--- config.mk ---
export PLATFORM = sky130hd
export DESIGN_NAME = gpio_pin_cell
export DESIGN_NICKNAME = d
export VERILOG_FILES = /design/src/rtl/gpio_cell_pkg.sv /design/src/rtl/gpio_ctl_reg.sv /design/src/rtl/gpio_in_sync.sv /design/src/rtl/gpio_evt_detect.sv /design/src/rtl/gpio_pad_drive.sv /design/src/rtl/gpio_pin_cell.sv
export SDC_FILE = /design/constraint.sdc
export NUM_CORES = 1
export LEC_CHECK = 0
export ABC_CLOCK_PERIOD_IN_PS = 1200
export BUFFER_PORTS_ARGS = -buffer_cell sky130_fd_sc_hd__buf_4
export CAP_MARGIN = 30
export CORE_ASPECT_RATIO = 1.75
export CORE_MARGIN = 2
export CORE_UTILIZATION = 25
export CTS_BUF_LIST = sky130_fd_sc_hd__clkbuf_4 sky130_fd_sc_hd__clkbuf_8
export DETAILED_ROUTE_END_ITERATION = 10
export SLEW_MARGIN = 20
export SYNTH_ARGS = -nofsm -noshare
export SYNTH_HDL_FRONTEND = slang
export SYNTH_SLANG_ARGS = --single-unit
--- constraint.sdc ---
create_clock -name clk -period 1.2 [get_ports clk]
set_input_delay 0.06 -clock clk [delete_from_list [all_inputs] [get_ports clk]]
set_output_delay 0.06 -clock clk [all_outputs]
set_load 0.02 [all_outputs]
--- src/rtl/gpio_cell_pkg.sv ---
package gpio_cell_pkg;
  localparam int CTL_W       = 32;
  localparam int PULL_LSB    = 0;
  localparam int DET_LSB     = 4;
  localparam int EDGE_EN_BIT = 7;
  localparam int OD_BIT      = 8;
  localparam int DRV_EN_BIT  = 9;
  localparam int IN_MODE_BIT = 10;
  localparam int FSEL_LSB    = 12;
  localparam int LEVEL_BIT   = 16;
  localparam int PIN_BIT     = 24;

  localparam logic [CTL_W-1:0] CTL_WMASK = 32'h0001_37F3;
  localparam logic [CTL_W-1:0] CTL_RESET = 32'h0000_0440;

  localparam logic [2:0] DET_LOW  = 3'b000;
  localparam logic [2:0] DET_HIGH = 3'b001;
  localparam logic [2:0] DET_OFF  = 3'b100;
  localparam logic [2:0] DET_RISE = 3'b101;
  localparam logic [2:0] DET_FALL = 3'b110;
  localparam logic [2:0] DET_BOTH = 3'b111;

  // Returns {pull_down, pull_up}.
  function automatic logic [1:0] pull_decode(input logic [1:0] f);
    case (f)
      2'b01:   return 2'b01;
      2'b10:   return 2'b10;
      default: return 2'b00;
    endcase
  endfunction

  function automatic logic det_event(input logic [2:0] mode, input logic edge_en,
                                     input logic lvl, input logic prev);
    logic rise, fall;
    rise = lvl & ~prev;
    fall = ~lvl & prev;
    case (mode)
      DET_LOW:  return ~lvl;
      DET_HIGH: return lvl;
      DET_RISE: return edge_en & rise;
      DET_FALL: return edge_en & fall;
      DET_BOTH: return edge_en & (rise | fall);
      default:  return 1'b0;
    endcase
  endfunction

  // Write merge: only writable bits take the new value.
  function automatic logic [CTL_W-1:0] ctl_merge(input logic [CTL_W-1:0] old_v,
                                                 input logic [CTL_W-1:0] new_v);
    return (old_v & ~CTL_WMASK) | (new_v & CTL_WMASK);
  endfunction
endpackage

--- src/rtl/gpio_ctl_reg.sv ---
module gpio_ctl_reg
  import gpio_cell_pkg::*;
(
  input  logic             clk,
  input  logic             rst_n,
  input  logic             wr,
  input  logic [CTL_W-1:0] wdata,
  output logic [CTL_W-1:0] ctl
);
  always_ff @(posedge clk or negedge rst_n) begin
    if (!rst_n)  ctl <= CTL_RESET;
    else if (wr) ctl <= ctl_merge(ctl, wdata);
  end
endmodule

--- src/rtl/gpio_in_sync.sv ---
module gpio_in_sync #(
  parameter int STAGES = 2
) (
  input  logic clk,
  input  logic rst_n,
  input  logic pad_in,
  output logic lvl,
  output logic prev
);
  localparam int CHAIN = STAGES + 1;
  logic [CHAIN-1:0] chain;

  always_ff @(posedge clk or negedge rst_n) begin
    if (!rst_n) chain <= '0;
    else        chain <= {chain[CHAIN-2:0], pad_in};
  end

  assign lvl  = chain[STAGES-1];
  assign prev = chain[STAGES];
endmodule

--- src/rtl/gpio_evt_detect.sv ---
module gpio_evt_detect
  import gpio_cell_pkg::*;
(
  input  logic       clk,
  input  logic       rst_n,
  input  logic [2:0] mode,
  input  logic       edge_en,
  input  logic       lvl,
  input  logic       prev,
  output logic       evt
);
  logic rise_seen, fall_seen, edge_mode;
  assign rise_seen = lvl & ~prev;
  assign fall_seen = ~lvl & prev;
  assign edge_mode = mode[2] & (mode[1:0] != 2'b00);
  assign evt       = det_event(mode, edge_en, lvl, prev);

  assert_edge_gate_R8: assert property (@(posedge clk) disable iff (!rst_n)
    (edge_mode && !edge_en) |-> !evt);
  assert_no_edge_no_pulse_R8: assert property (@(posedge clk) disable iff (!rst_n)
    (edge_mode && !rise_seen && !fall_seen) |-> !evt);
  assert_off_codes_R9: assert property (@(posedge clk) disable iff (!rst_n)
    (mode == DET_OFF || mode == 3'b010 || mode == 3'b011) |-> !evt);
  assert_high_level_R7: assert property (@(posedge clk) disable iff (!rst_n)
    (mode == DET_HIGH) |-> (evt == lvl));
endmodule

--- src/rtl/gpio_pad_drive.sv ---
module gpio_pad_drive #(
  parameter int NFUNC  = 3,
  parameter int FSEL_W = 2
) (
  input  logic              clk,
  input  logic              rst_n,
  input  logic [FSEL_W-1:0] fsel,
  input  logic              gpio_lvl,
  input  logic              gpio_drv,
  input  logic              od_en,
  input  logic [NFUNC-1:0]  alt_out,
  input  logic [NFUNC-1:0]  alt_oe,
  output logic              pad_out,
  output logic              pad_oe
);
  logic src_out, src_oe;

  always_comb begin
    src_out = gpio_lvl;
    src_oe  = gpio_drv;
    for (int k = 0; k < NFUNC; k++) begin
      if (fsel == FSEL_W'(k + 1)) begin
        src_out = alt_out[k];
        src_oe  = alt_oe[k];
      end
    end
  end

  assign pad_out = od_en ? 1'b0 : src_out;
  assign pad_oe  = od_en ? (src_oe & ~src_out) : src_oe;

  assert_od_never_high_R4: assert property (@(posedge clk) disable iff (!rst_n)
    od_en |-> !pad_out);
  assert_od_release_R4: assert property (@(posedge clk) disable iff (!rst_n)
    (od_en && src_out) |-> !pad_oe);
endmodule

--- src/rtl/gpio_pin_cell.sv ---
module gpio_pin_cell
  import gpio_cell_pkg::*;
#(
  parameter int NFUNC       = 3,
  parameter int SYNC_STAGES = 2
) (
  input  logic              clk,
  input  logic              rst_n,
  input  logic              reg_wr,
  input  logic [CTL_W-1:0]  reg_wdata,
  output logic [CTL_W-1:0]  reg_rdata,
  input  logic              pad_in,
  output logic              pad_out,
  output logic              pad_oe,
  output logic              pad_pu,
  output logic              pad_pd,
  input  logic [NFUNC-1:0]  alt_out,
  input  logic [NFUNC-1:0]  alt_oe,
  output logic              evt
);
  localparam int FSEL_W = $clog2(NFUNC + 1);

  logic [CTL_W-1:0] ctl;
  logic             pin_lvl, pin_prev;
  logic [1:0]       pull_pair;

  gpio_ctl_reg u_reg (
    .clk(clk), .rst_n(rst_n), .wr(reg_wr), .wdata(reg_wdata), .ctl(ctl)
  );

  gpio_in_sync #(.STAGES(SYNC_STAGES)) u_sync (
    .clk(clk), .rst_n(rst_n), .pad_in(pad_in), .lvl(pin_lvl), .prev(pin_prev)
  );

  gpio_evt_detect u_det (
    .clk(clk), .rst_n(rst_n),
    .mode(ctl[DET_LSB +: 3]), .edge_en(ctl[EDGE_EN_BIT]),
    .lvl(pin_lvl), .prev(pin_prev), .evt(evt)
  );

  gpio_pad_drive #(.NFUNC(NFUNC), .FSEL_W(FSEL_W)) u_drv (
    .clk(clk), .rst_n(rst_n),
    .fsel(ctl[FSEL_LSB +: FSEL_W]), .gpio_lvl(ctl[LEVEL_BIT]),
    .gpio_drv(ctl[DRV_EN_BIT]), .od_en(ctl[OD_BIT]),
    .alt_out(alt_out), .alt_oe(alt_oe), .pad_out(pad_out), .pad_oe(pad_oe)
  );

  assign pull_pair = pull_decode(ctl[PULL_LSB +: 2]);
  assign pad_pu    = pull_pair[0];
  assign pad_pd    = pull_pair[1];

  always_comb begin
    reg_rdata          = ctl & CTL_WMASK;
    reg_rdata[PIN_BIT] = pin_lvl;
  end

  // Checker state: cycles since reset release, saturating.
  logic [1:0] since_rst;
  always_ff @(posedge clk or negedge rst_n) begin
    if (!rst_n)                since_rst <= '0;
    else if (since_rst != 2'd3) since_rst <= since_rst + 2'd1;
  end

  assert_pull_exclusive_R2: assert property (@(posedge clk) disable iff (!rst_n)
    !(pad_pu && pad_pd));
  assert_pin_latency_R6: assert property (@(posedge clk) disable iff (!rst_n)
    (since_rst >= 2'd2) |-> (reg_rdata[PIN_BIT] == $past(pad_in, 2)));
  assert_write_lands_R10: assert property (@(posedge clk) disable iff (!rst_n)
    reg_wr |=> ((reg_rdata & CTL_WMASK) == ($past(reg_wdata) & CTL_WMASK)));
endmodule

Word level (Yosys, flattened, before mapping)

Cells that the tools add are included.
Widths: inputs -> output; s select.

Add/subtract/negate cells: 0
$mul: 0
Divide/modulo/power cells: 0
$lt $le $gt $ge: 0
Equal/unequal tests: 9
Shift-type cells: 0
Multiplexer cells: 10
Bitwise logic cells: 11
Reduce and logical (&&, ||, !) cells: 1

Operators by type and width:

| kind               | count |
|---|---|
| $or 32x17->32      | 1 |
| $eq 3x3->1 const B | 3 |
| $mux 1             | 8 |
| $and 1x1->1        | 6 |
| $eq 2x2->1 const B | 3 |
| $pmux 1 s5         | 1 |
| $eq 2x1->1 const B | 2 |
| $pmux 2 s2         | 1 |
| $eq 3x1->1 const B | 1 |
| $logic_not 3->1    | 1 |
| $not 1->1          | 3 |
| $or 1x1->1         | 1 |

Register bits: 35
Latch bits: 0
Memory bits (writable): 0
ROM bits: 0
Output and inout bits: 37
Word-level logic and storage cells: 33
Memories kept: 0

Depth between registers and ports, before layout

Word-level depth: 7
Mapped depth: 5

Modules after synthesis

Synthesis repeated with hierarchy kept, for this count alone.

Cells, all modules: 87
Area, all modules: 1021.0 sq um

By module, submodules not included:

| module          | times used | cells each | area an instance (sq um) | sequential area each (sq um) |
|---|---|---|---|---|
| gpio_ctl_reg    | 1          | 46         | 640.6                    | 302.8 |
| gpio_pin_cell   | 1          | 23         | 168.9                    | 0.0 |
| gpio_in_sync    | 1          | 3          | 75.1                     | 75.1 |
| gpio_evt_detect | 1          | 11         | 73.8                     | 0.0 |
| gpio_pad_drive  | 1          | 4          | 62.6                     | 0.0 |

Worst setup path before layout

No wires, ideal clock.

Kind: reg2out
Start point: register u_sync.chain[1]
End point: output port evt
Arrival time: 1452 ps
Slack: -312 ps
Cell stages (with the launch flop): 6
Cell sequence: dfrtp_1 inv_1 ha_1 nand2_1 a21boi_0 a311oi_1

Longest elaborated chain between the ends: 5
Elaborated cells on any way between the ends: 8
Those cells by class: mux: 1; bitwise: 7

Ends and longest elaborated chain:

| element                  | line                | RTL |
|---|---|---|
| start: declaration       | gpio_in_sync.sv:11  | `logic [CHAIN-1:0] chain;` |
| start signal: assignment | gpio_in_sync.sv:15  | `else chain <= {chain[CHAIN-2:0], pad_in};` |
| $not 1->1                | n/a                 |  |
| $and 1x1->1              | n/a                 |  |
| $or 1x1->1               | gpio_cell_pkg.sv:42 | `DET_BOTH: return edge_en & (rise \| fall);` |
| $and 1x1->1              | gpio_cell_pkg.sv:42 |  |
| $pmux 1 s5 (*)           | gpio_cell_pkg.sv:37 | `case (mode)` |
| end: declaration         | gpio_pin_cell.sv:19 | `output logic evt` |

Every way passes the cells marked *; elsewhere a longest branch is shown, timed or not.

Final worst setup path

Start point: register u_reg.ctl[12]
End point: output port pad_oe

Longest elaborated chain between the ends: 7
Elaborated cells on any way between the ends: 12
Those cells by class: eq/ne: 3; mux: 7; bitwise: 2

Ends and longest elaborated chain:

| element                  | line                 | RTL |
|---|---|---|
| start: declaration       | gpio_ctl_reg.sv:8    | `output logic [CTL_W-1:0] ctl` |
| start signal: assignment | gpio_ctl_reg.sv:12   | `else if (wr) ctl <= ctl_merge(ctl, wdata);` |
| $eq 2x1->1               | gpio_pad_drive.sv:22 | `if (fsel == FSEL_W'(k + 1)) begin` |
| $mux 1 (3 in a row)      | gpio_pad_drive.sv:22 |  |
| $not 1->1                | gpio_pad_drive.sv:30 | `assign pad_oe = od_en ? (src_oe & ~src_out) : src_oe;` |
| $and 1x1->1              | gpio_pad_drive.sv:30 |  |
| $mux 1 (*)               | gpio_pad_drive.sv:30 |  |
| end: declaration         | gpio_pin_cell.sv:14  | `output logic pad_oe,` |

Marked as above.

==> results by group <==
GRT
  – Layer with the highest usage: met2
  – First-pass GRT wire length: 2.532 mm
  – Total GRT Usage: 9.095%
  – M2 GR Usage: 15.66%
  – Vias in the first global route: 602
  – GRT overflow: 0
  – Initial antenna violation count: 0
  – Largest net degree at the start of global routing: 16
  – GRT met1 Usage: 9.945%
  – Met3 usage: 2.000%

Setup path
  – Worst setup SP type: register
  – Setup CP Type: reg2out
  – CP Max Fanout: 3
  – CP Capture Type: output pin
  – Critical Path RT: 1.14 ns
  – WP data arrival: 1.48 ns

STA
  – Max Slew Vio Count: 0
  – Fin crit period: 1.542 ns
  – Setup TNS: -0.9674 ns
  – Fmax: 0.6487 GHz
  – Min Hold Slack: 0.04556 ns
  – # setup viols final: 3
  – Tcrit/Tclk final: 128.5%
  – Clk_skew: 0.0001487 ns
  – Final hold vios: 0
  – Final worst slack: -0.3415 ns
  – Unrepaired setup endpoints after global routing: yes

Yosys
  – Syn Area/Cell: 12.21 sq um
  – Area fraction of the dominant cell type after synthesis: 38.07%
  – Area leader, netlist: dfrtp_1
  – Seq/Total Area, Yosys: 44.22%
  – Yosys cell types: 19
  – Mapped Cells: 70
  – Top cells by area, synth: dfrtp_1, buf_4, mux2_2, dfstp_2, mux4_1
  – Ys Warns: 0
  – Mapped Area: 854.6 sq um
  – Yosys reg bits: 15

Floorplan
  – DIE WIDTH: 48.20 microns
  – Core area: 3328 sq um
  – DIE AREA: 3920 sq um
  – Die H: 81.35 microns
  – Initial Util: 25.68%
  – Row Count: 28
  – Io pins: 79

Clocking
  – Clk_lat worst skew: 0.24 ns
  – CTS buffer count: 3
  – Worst-case clock buffer depth: 2
  – Clk slew on worst S/H paths: 0.06 ns
  – Clock Sink Count: 15
  – Root Buffer: clkbuf_8
  – CTS tree: yes
  – H-tree levels: 1

Routing
  – Routed WL: 1.622 mm
  – Post-route ant nets: 0
  – Pre-antenna DRT Iters: 4
  – DR WL/cell: 10.20 microns
  – Number of vias per cell: 3.723
  – Via count: 592
  – Initial DRC Count: 4
  – DRC Markers: 0

Power and ir drop
  – Leakage: 0.6156 nW
  – Power Density: 1211 nW/um^2
  – Total power: 0.001499 W
  – VDD IR max: 0.0005844 V

Final layout
  – Fillers: 346
  – ANT cells: 0
  – Post-Layout Cell Count: 159
  – Nets: 159
  – Area Growth Syn to Fin: 44.80%
  – Share of layout cells above drive strength 1: 60.53%

Placement
  – Cells after DPL: 152
  – GPL Wtd Cong: 0.6043
  – DP HPWL: 1.280 mm
  – Port Buffers: 39

Run
  – Number of max-cap violations: 0

Outcome
  – Violated checks: negative setup slack
  – Status: finished with violations

Worst hold path
  – Worst min path class: in2reg
## sequential cells by signal, summed over array words and instances, names as in the netlist
name,cells
u_reg.ctl,12
u_sync.chain,3
## through the flow
stage | instance area (sq um) | worst slack, ns | utilization (%)
after detailed placement | 1145 | -0.1008 | 34.40
after floorplan | 943.4 | -0.05433 | -
after global placement | 1145 | -0.08023 | 34.40
after CTS | 1222 | -0.3606 | 36.73
after global routing | 1237 | -0.4071 | 37.18
final | 1237 | -0.3415 | 37.18
## kinds of logic (layout without fill, tap and decap cells)
family,after synthesis,after routing,share of synthesized area [%]
fa+ha+maj,2,2,2.928
flops,15,15,44.22
other cells,1,19,0.4388
compound gates,4,4,3.661
buf+inv,27,53,22.55
xor+xnor,1,1,1.025
mux,14,14,21.52
simple gates,6,6,3.659
## power breakdown
group / switching [W] / internal [W] / leakage (nW)
Clock: 0.000166 / 0.000257 / 0.0262
Sequential: 0.0000477 / 0.000558 / 0.172
Combinational: 0.000229 / 0.000241 / 0.417
## layout make-up
type                            count  area, sq um  area share [%]
Multi-Input combinational cell     46        384.1           31.04
Sequential cell                    15        379.1           30.64
Timing Repair Buffer               47        361.6           29.22
Tap cell                           45        56.30           4.550
Clock buffer                        4        48.80           3.943
Inverter                            2        7.507          0.6067
## worst paths after layout
path                                  from              end  slack (ns)  cells past startpoint
setup / recovery             u_reg.ctl[12]           pad_oe       -0.34                      3
hold / removal                reg_wdata[9]     u_reg.ctl[9]        0.05                      2
setup reg to reg             u_reg.ctl[12]    u_reg.ctl[12]        0.27                      2
hold reg to reg            u_sync.chain[0]  u_sync.chain[1]        0.35                      0
max in group asynchronous            rst_n     u_reg.ctl[6]        0.75                      2
min in group asynchronous            rst_n     u_reg.ctl[9]        0.20                      2
## per-layer routing
| metal | part of all wire, % | routed length, microns |
|---|---|---|
| met3 | 7.0 | 113 |
| met2 | 57 | 931 |
| met5 | 0 | 0 |
| met1 | 35 | 563 |
| met4 | 0.80 | 13 |
## synth_stat cells
| library cell | n |
|---|---|
| conb_1 | 1 |
| ha_1 | 2 |
| dfrtp_1 | 13 |
| mux4_2 | 1 |
| a311oi_1 | 1 |
| mux4_1 | 1 |
| buf_2 | 1 |
| a21boi_0 | 1 |
| a21boi_1 | 1 |
| inv_1 | 2 |
| buf_4 | 24 |
| nand3_1 | 1 |
| nor2_1 | 1 |
| xnor2_1 | 1 |
| mux2_2 | 12 |
| o211ai_1 | 1 |
| dfstp_2 | 2 |
| nor2b_1 | 3 |
| nand2_1 | 1 |
## placed cells by master (no fill, tap or decap), types with 2 or more instances in the layout
| cell | synthesis | routed |
|---|---|---|
| buf_4 | 24 | 44 |
| conb_1 | 1 | 19 |
| mux2_2 | 12 | 12 |
| dfrtp_1 | 13 | 12 |
| clkbuf_8 | 0 | 3 |
| inv_1 | 2 | 2 |
| nor2b_1 | 3 | 2 |
| ha_1 | 2 | 2 |
| dlygate4sd3_1 | 0 | 2 |
| dfstp_2 | 2 | 2 |
## worst max-delay path, stage by stage, from the launching register on
cell	delay (ns)
dfrtp_2	0.39
mux4_1	0.54
a21boi_4	0.15
buf_4	0.16
## timing repair
action / 4_1_cts / 5_1_grt
endpoints found under the hold margin: 16 / 0
resized for setup: 2 / 1
buffers inserted: 0 / 1
hold buffers: 2 / 0
setup endpoints to repair: 3 / 3
(Power assumes the default switching activity.)
